File: src/rtl/imo_pkg.sv
package imo_pkg;

    // Per-lane control produced by the sequencer
    typedef struct packed {
        logic load;
        logic clear;
    } lane_ctl_t;

    // Control code that stages lane k
    function automatic int unsigned lane_code(input int unsigned k);
        return k + 1;
    endfunction

endpackage

File: src/rtl/imo_lane.sv
module imo_lane
    import imo_pkg::*;
#(
    parameter int BYTE_W = 8
) (
    input  logic              clk,
    input  logic              rst,
    input  lane_ctl_t         ctl_i,
    input  logic [BYTE_W-1:0] din_i,
    input  logic [BYTE_W-1:0] raw_i,
    output logic [BYTE_W-1:0] out_o,
    output logic              vld_o
);

    logic [BYTE_W-1:0] held_q;
    logic              vld_q;

    always_ff @(posedge clk) begin
        if (rst) begin
            held_q <= '0;
            vld_q  <= 1'b0;
        end else if (ctl_i.load) begin
            held_q <= din_i;
            vld_q  <= 1'b1;
        end else if (ctl_i.clear) begin
            vld_q  <= 1'b0;
        end
    end

    assign out_o = vld_q ? held_q : raw_i;
    assign vld_o = vld_q;

    // a load becomes visible on the output from the next cycle
    a_r3_load_visible: assert property (@(posedge clk) disable iff (rst)
        ctl_i.load |=> (vld_o && out_o == $past(din_i)));

    // with no command, the stored state is unchanged
    a_r8_hold_state: assert property (@(posedge clk) disable iff (rst)
        (!ctl_i.load && !ctl_i.clear) |=> ($stable(vld_q) && $stable(held_q)));

endmodule

File: src/rtl/imo_seq.sv
module imo_seq
    import imo_pkg::*;
#(
    parameter int LANES  = 3,
    parameter int CODE_W = 2
) (
    input  logic                  adv_i,
    input  logic [CODE_W-1:0]     code_i,
    input  logic [LANES-1:0]      vld_i,
    output lane_ctl_t [LANES-1:0] ctl_o
);

    logic is_plain;
    logic is_restart;

    assign is_plain   = adv_i && (code_i == '0);
    assign is_restart = adv_i && (code_i == CODE_W'(lane_code(0)));

    for (genvar k = 0; k < LANES; k++) begin : g_lane
        logic hit;
        logic order_ok;

        assign hit = adv_i && (code_i == CODE_W'(lane_code(k)));

        if (k == 0) begin : g_first
            assign order_ok = 1'b1;
            assign ctl_o[k].clear = is_plain;
        end else begin : g_next
            assign order_ok = vld_i[k-1];
            assign ctl_o[k].clear = is_plain || is_restart;
        end

        assign ctl_o[k].load = hit && order_ok;
    end

endmodule

File: src/rtl/imo_unit.sv
module imo_unit
    import imo_pkg::*;
#(
    parameter int BYTE_W = 8,
    parameter int LANES  = 3,
    parameter int CODE_W = $clog2(LANES + 1)
) (
    input  logic                    clk,
    input  logic                    rst,
    input  logic                    adv_i,
    input  logic [CODE_W-1:0]       ci_code_i,
    input  logic [BYTE_W-1:0]       reg_data_i,
    input  logic [LANES*BYTE_W-1:0] imm_raw_i,
    output logic [LANES*BYTE_W-1:0] imm_o
);

    lane_ctl_t [LANES-1:0] lane_ctl;
    logic      [LANES-1:0] lane_vld;

    imo_seq #(
        .LANES (LANES),
        .CODE_W(CODE_W)
    ) u_seq (
        .adv_i (adv_i),
        .code_i(ci_code_i),
        .vld_i (lane_vld),
        .ctl_o (lane_ctl)
    );

    for (genvar k = 0; k < LANES; k++) begin : g_lane
        imo_lane #(
            .BYTE_W(BYTE_W)
        ) u_lane (
            .clk  (clk),
            .rst  (rst),
            .ctl_i(lane_ctl[k]),
            .din_i(reg_data_i),
            .raw_i(imm_raw_i[k*BYTE_W +: BYTE_W]),
            .out_o(imm_o[k*BYTE_W +: BYTE_W]),
            .vld_o(lane_vld[k])
        );
    end

    // with nothing staged, the output equals the raw input
    a_r2_transparent: assert property (@(posedge clk) disable iff (rst)
        (lane_vld == '0) |-> (imm_o == imm_raw_i));

    // a retiring non-prefix instruction leaves nothing staged
    a_r7_consume: assert property (@(posedge clk) disable iff (rst)
        (adv_i && ci_code_i == '0) |=> (lane_vld == '0));

    // a lane-0 prefix leaves only lane 0 staged
    a_r5_restart: assert property (@(posedge clk) disable iff (rst)
        (adv_i && ci_code_i == CODE_W'(1)) |=> (lane_vld == LANES'(1)));

    // a lane-1 prefix without lane 0 staged does not stage lane 1
    a_r4_order: assert property (@(posedge clk) disable iff (rst)
        (adv_i && ci_code_i == CODE_W'(2) && !lane_vld[0])
            |=> (lane_vld[1] == $past(lane_vld[1])));

    // state holds while the advance strobe is low
    a_r8_stall: assert property (@(posedge clk) disable iff (rst)
        !adv_i |=> $stable(lane_vld));

    // a prefix never clears lane 0
    a_r9_keep: assert property (@(posedge clk) disable iff (rst)
        (adv_i && ci_code_i != '0 && lane_vld[0]) |=> lane_vld[0]);

endmodule

File: config.mk
export PLATFORM = sky130hd
export DESIGN_NAME = imo_unit
export DESIGN_NICKNAME = d
export VERILOG_FILES = /design/src/rtl/imo_pkg.sv /design/src/rtl/imo_lane.sv /design/src/rtl/imo_seq.sv /design/src/rtl/imo_unit.sv
export SDC_FILE = /design/constraint.sdc
export NUM_CORES = 1
export LEC_CHECK = 0
export BUFFER_PORTS_ARGS = -buffer_cell sky130_fd_sc_hd__clkbuf_2
export CORE_ASPECT_RATIO = 1.5
export CORE_MARGIN = 1.5
export CORE_UTILIZATION = 30
export DETAILED_ROUTE_END_ITERATION = 10
export SETUP_SLACK_MARGIN = 0.02
export SYNTH_ARGS = -nofsm -noshare
export SYNTH_HDL_FRONTEND = slang
export SYNTH_SLANG_ARGS = --single-unit
export TNS_END_PERCENT = 1
File: constraint.sdc
create_clock -name clk -period 2.1 [get_ports clk]
set_input_delay 0.42 -clock clk [delete_from_list [all_inputs] [get_ports clk]]
set_output_delay 0.42 -clock clk [all_outputs]
set_load 0.02 [all_outputs]
======== Yosys cells after proc, flatten, opt, wreduce, memory -nomap -nowiden ========
Index checks and enable logic that the tools add are counted.
word-level totals
  register bits ........................... 27
  input bits .............................. 37
  logic and storage cells ................. 28
cells by class
  equal/unequal tests ..................... 3
  muxes and demuxes ....................... 8
  reductions and logical operators ........ 11
operator list
  cell                number
  $mux 8              3
  $logic_and 1x1->1   6
  $reduce_bool 2->1   3
  $mux 1              5
  $eq 2x2->1 const B  2
  $eq 2x1->1 const B  1
  $logic_not 2->1     1
  $logic_or 1x1->1    1

======== Logic depth before layout (Yosys ltp) ========
  word-level depth ........................ 5
  depth in mapped cells ................... 5
  mapped depth without buffers ............ 3

======== Modules after synthesis ========
From an unflattened synthesis, not the netlist that was laid out.
second synthesis, totals
  cell total of the unflattened synthesis .. 125
  area, all modules ....................... 1,420.1 µm²
by module, submodules not included
  module    instances  cells each  area an instance (µm²)  sequential area each (µm²)
  imo_lane  3          39          451.7                   180.2
  imo_seq   1          8           65.1                    0.0

======== Least setup slack after synthesis ========
No wires, ideal clock.
  kind .................................... register -> output
  start ................................... reg g_lane[0].u_lane.vld_q
  end ..................................... out imm_o[0]
  arrival ................................. 0.935 ns
  data required time ...................... 1.680 ns
  slack ................................... 0.745 ns
  stages on the path, launching flop included .. 3
  path buffers ............................ 1
  path through ............................ dfxtp_1 -> buf_2 -> mux2_2
between the ends
  cells in the longest elaborated chain, start to end .. 1
RTL lines
  element                   RTL line        source
  start: declaration        imo_lane.sv:16  logic vld_q;
  start signal: assignment  imo_lane.sv:21  vld_q <= 1'b0;
  start signal: assignment  imo_lane.sv:24  vld_q <= 1'b1;
  start signal: assignment  imo_lane.sv:26  vld_q <= 1'b0;
  $mux 8                    imo_lane.sv:30  assign out_o = vld_q ? held_q : raw_i;
  end: declaration          imo_unit.sv:14  output logic [LANES*BYTE_W-1:0] imm_o
Every way passes these cells.

======== Worst setup path in the final report ========
  start ................................... reg g_lane[1].u_lane.vld_q
  end ..................................... out imm_o[9]
between the ends
  cells in the longest elaborated chain, start to end .. 1
RTL lines
  element                   RTL line
  start: declaration        imo_lane.sv:16
  start signal: assignment  imo_lane.sv:21
  start signal: assignment  imo_lane.sv:24
  start signal: assignment  imo_lane.sv:26
  $mux 8                    imo_lane.sv:30
Every way passes these cells.

==> impl_metrics.py <==
metrics = {
    "outcome": {
        "status": "completed",
    },
    "cts": {
        "root_buffer": "clkbuf_8",
        "cts.sinks": 27,
        "worstSkewPairLatency_ps": 270,
        "cts_setup_buffers": 0,
        "h-tree-depth": 1,
        "path_clk_slew_ps": 100,
        "ctsHoldBuffers": 0,
        "ctsResizeCount": 0,
        "cts_tree": "yes",
        "numCtsBuffers": 3,
        "cts_buffer_depth": 2,
    },
    "yosys": {
        "seq_area_frac_synth_pct": 42.31,
        "ys_seq_elements": 27,
        "postSynthCellCount": 148,
        "syn_avg_cell_area_um2": 8.632,
        "synthDistinctLibCells": 19,
        "synth_nets": 185,
        "yosysWarnings": 0,
        "netlist_area_mm2": 0.001277,
    },
    "setup_path": {
        "path_max_fanout": 12,
        "cp_data_required_time_ps": 1680,
        "cpPeakStageDelay_ps": 650,
        "worstPathCellList": "mux2_2 > clkbuf_2",
        "worst-path-buf-inv": 1,
        "cp_slowest_cell": "dfxtp_1",
        "crit_path_end_kind": "primary output",
        "cp_top_family": "flip-flops",
        "start_kind": "flip-flop",
        "path_class": "reg -> out",
        "cp.arrival_ps": 1470,
    },
    "final_layout": {
        "drive_above_1_share_pct": 44.28,
        "most-common-layout-cells": "clkbuf_2 (60), nand2_1 (48), dfxtp_1 (27), a21oi_1 (25), mux2_2 (24)",
        "fin_nets": 239,
        "layout_commonest_cell": "clkbuf_2",
        "antenna_cells": 0,
        "area_growth_syn_to_layout_pct": 26.54,
    },
    "floorplanning": {
        "dieWidth_um": 56.28,
        "fp.dieH_um": 82.92,
        "io_pins": 61,
        "initial_core_util_pct": 31.71,
        "rows": 28,
        "core_area_mm2": 0.004029,
        "die_area_mm2": 0.004667,
    },
    "global_route": {
        "grt_pass1_wl_mm": 5.292,
        "grt_max_degree": 28,
        "groute.usage.overall_pct": 14.06,
        "grt_overflow": 0,
        "antenna_found_initial": 0,
        "grt_pass1_vias": 1126,
    },
    "route": {
        "wire_per_inst_um": 12.86,
        "antenna_left": 0,
        "drt_first_pass_iters": 4,
        "vias_per_cell": 4.699,
        "wirelength_mm": 3.163,
        "drt_iter0_markers": 16,
        "post-route-drc-count": 0,
        "vias": 1156,
    },
    "sta": {
        "rsz0062_at_grt": "no",
        "fin_crit_ps": 1888,
        "period_share_pct": 89.92,
        "drv_slew": 0,
        "hold_viol": 0,
        "tns_ps": 0,
        "final-setup-viol-count": 0,
        "fin_skew_ps": 9.778,
        "max_slew.worst_pin.slew_ps": 545.3,
        "slew_headroom_pct": 63.65,
        "max_freq_mhz": 529.5,
        "hold_ws_ps": 405.6,
    },
    "worst_hold_path": {
        "hold_path_class": "in -> reg",
    },
    "placement": {
        "port_buffers": 60,
        "hpwl_mm": 2.440,
        "place_congestion": 0.7541,
    },
    "pwr": {
        "ir_worst_vdd_v": 0.0003654,
        "power.leakage_nw": 0.6717,
        "p_per_area_mw_per_mm2": 608.5,
    },
    "flow_run": {
        "maxCapViolations": 0,
    },
}
-- report_power, final --
part           switching (mW)  leakage [nW]  internal (mW)
Clock                   0.162        0.0217          0.134
Sequential            0.00736         0.218          0.519
Combinational          0.0888         0.432         0.0717
-- area by class of cell --
class,count,area (um^2)
Tap cell,45,56.30
Inverter,1,3.754
Clock buffer,3,41.29
Clock inverter,1,7.507
Multi-Input combinational cell,109,666.9
Timing Repair Buffer,60,300.3
Fill cell,426,2412
Sequential cell,27,540.5
-- worst register-to-register path: cells and delay by family (launching register included) --
family	cells	cell delay [ps]
and+or+nand+nor	2	590
AOI/OAI and AO/OA	1	80
DFF	1	650
-- Yosys cell counts (all sizes together) --
cell type | number | share of area, %
nand2b | 1 | 0.49
nand4b | 1 | 1.2
nor2b | 1 | 0.49
and4 | 1 | 0.69
nor3 | 2 | 0.78
and4b | 1 | 0.78
nand2 | 48 | 14
clkbuf | 2 | 0.59
a31oi | 2 | 0.98
mux2 | 24 | 21
dfxtp | 27 | 42
nand4 | 1 | 0.49
a21oi | 25 | 9.8
nand3b | 1 | 0.59
buf | 9 | 4.6
and3b | 1 | 0.69
inv | 1 | 0.29
-- registers in the layout, indices dropped and copies added, names as in the netlist --
register,count
g_lane.u_lane.held_q,24
g_lane.u_lane.vld_o,3
-- metrics by stage --
step / power [mW] / area [um^2] / setup slack, ps / cells / util [%]
finish: 0.9836 / 1617 / 211.6 / 246 / 40.12
floorplan: 0.6339 / 1277 / 744.9 / 148 / -
detailed placement: 0.7001 / 1568 / 509.2 / 242 / 38.91
CTS: 0.9959 / 1617 / 198.7 / 246 / 40.12
global route: 1.032 / 1617 / 146.3 / 246 / 40.12
global placement: 0.6995 / 1568 / 492.2 / 242 / 38.91
-- final timing paths --
check / from / end / slack (ps) / cells after the start
hold reg to reg: g_lane[2].u_lane.held_q[4]$_SDFFE_PP0P_ / g_lane[2].u_lane.held_q[4]$_SDFFE_PP0P_ / 460 / 2
setup / recovery: g_lane[1].u_lane.vld_o$_SDFFE_PP0P_ / imm_o[9] / 210 / 2
hold / removal: reg_data_i[4] / g_lane[2].u_lane.held_q[4]$_SDFFE_PP0P_ / 410 / 3
setup reg to reg: g_lane[1].u_lane.vld_o$_SDFFE_PP0P_ / g_lane[2].u_lane.held_q[1]$_SDFFE_PP0P_ / 650 / 3
-- cells by family (layout without fill, tap and decap cells) --
family,Yosys count,in the layout,synth area share [%]
compound gates,27,27,10.77
buf+inv,12,65,5.484
flops,27,27,42.31
mux,24,24,21.16
simple gates,58,58,20.28
-- layer usage --
layer	wire length, um	GRT usage, %
met4	49	5.628
met1	1375	17.58
met5	0	0
met3	120	1.713
met2	1618	24.06
Note: power is estimated with default switching activity, not from simulation.
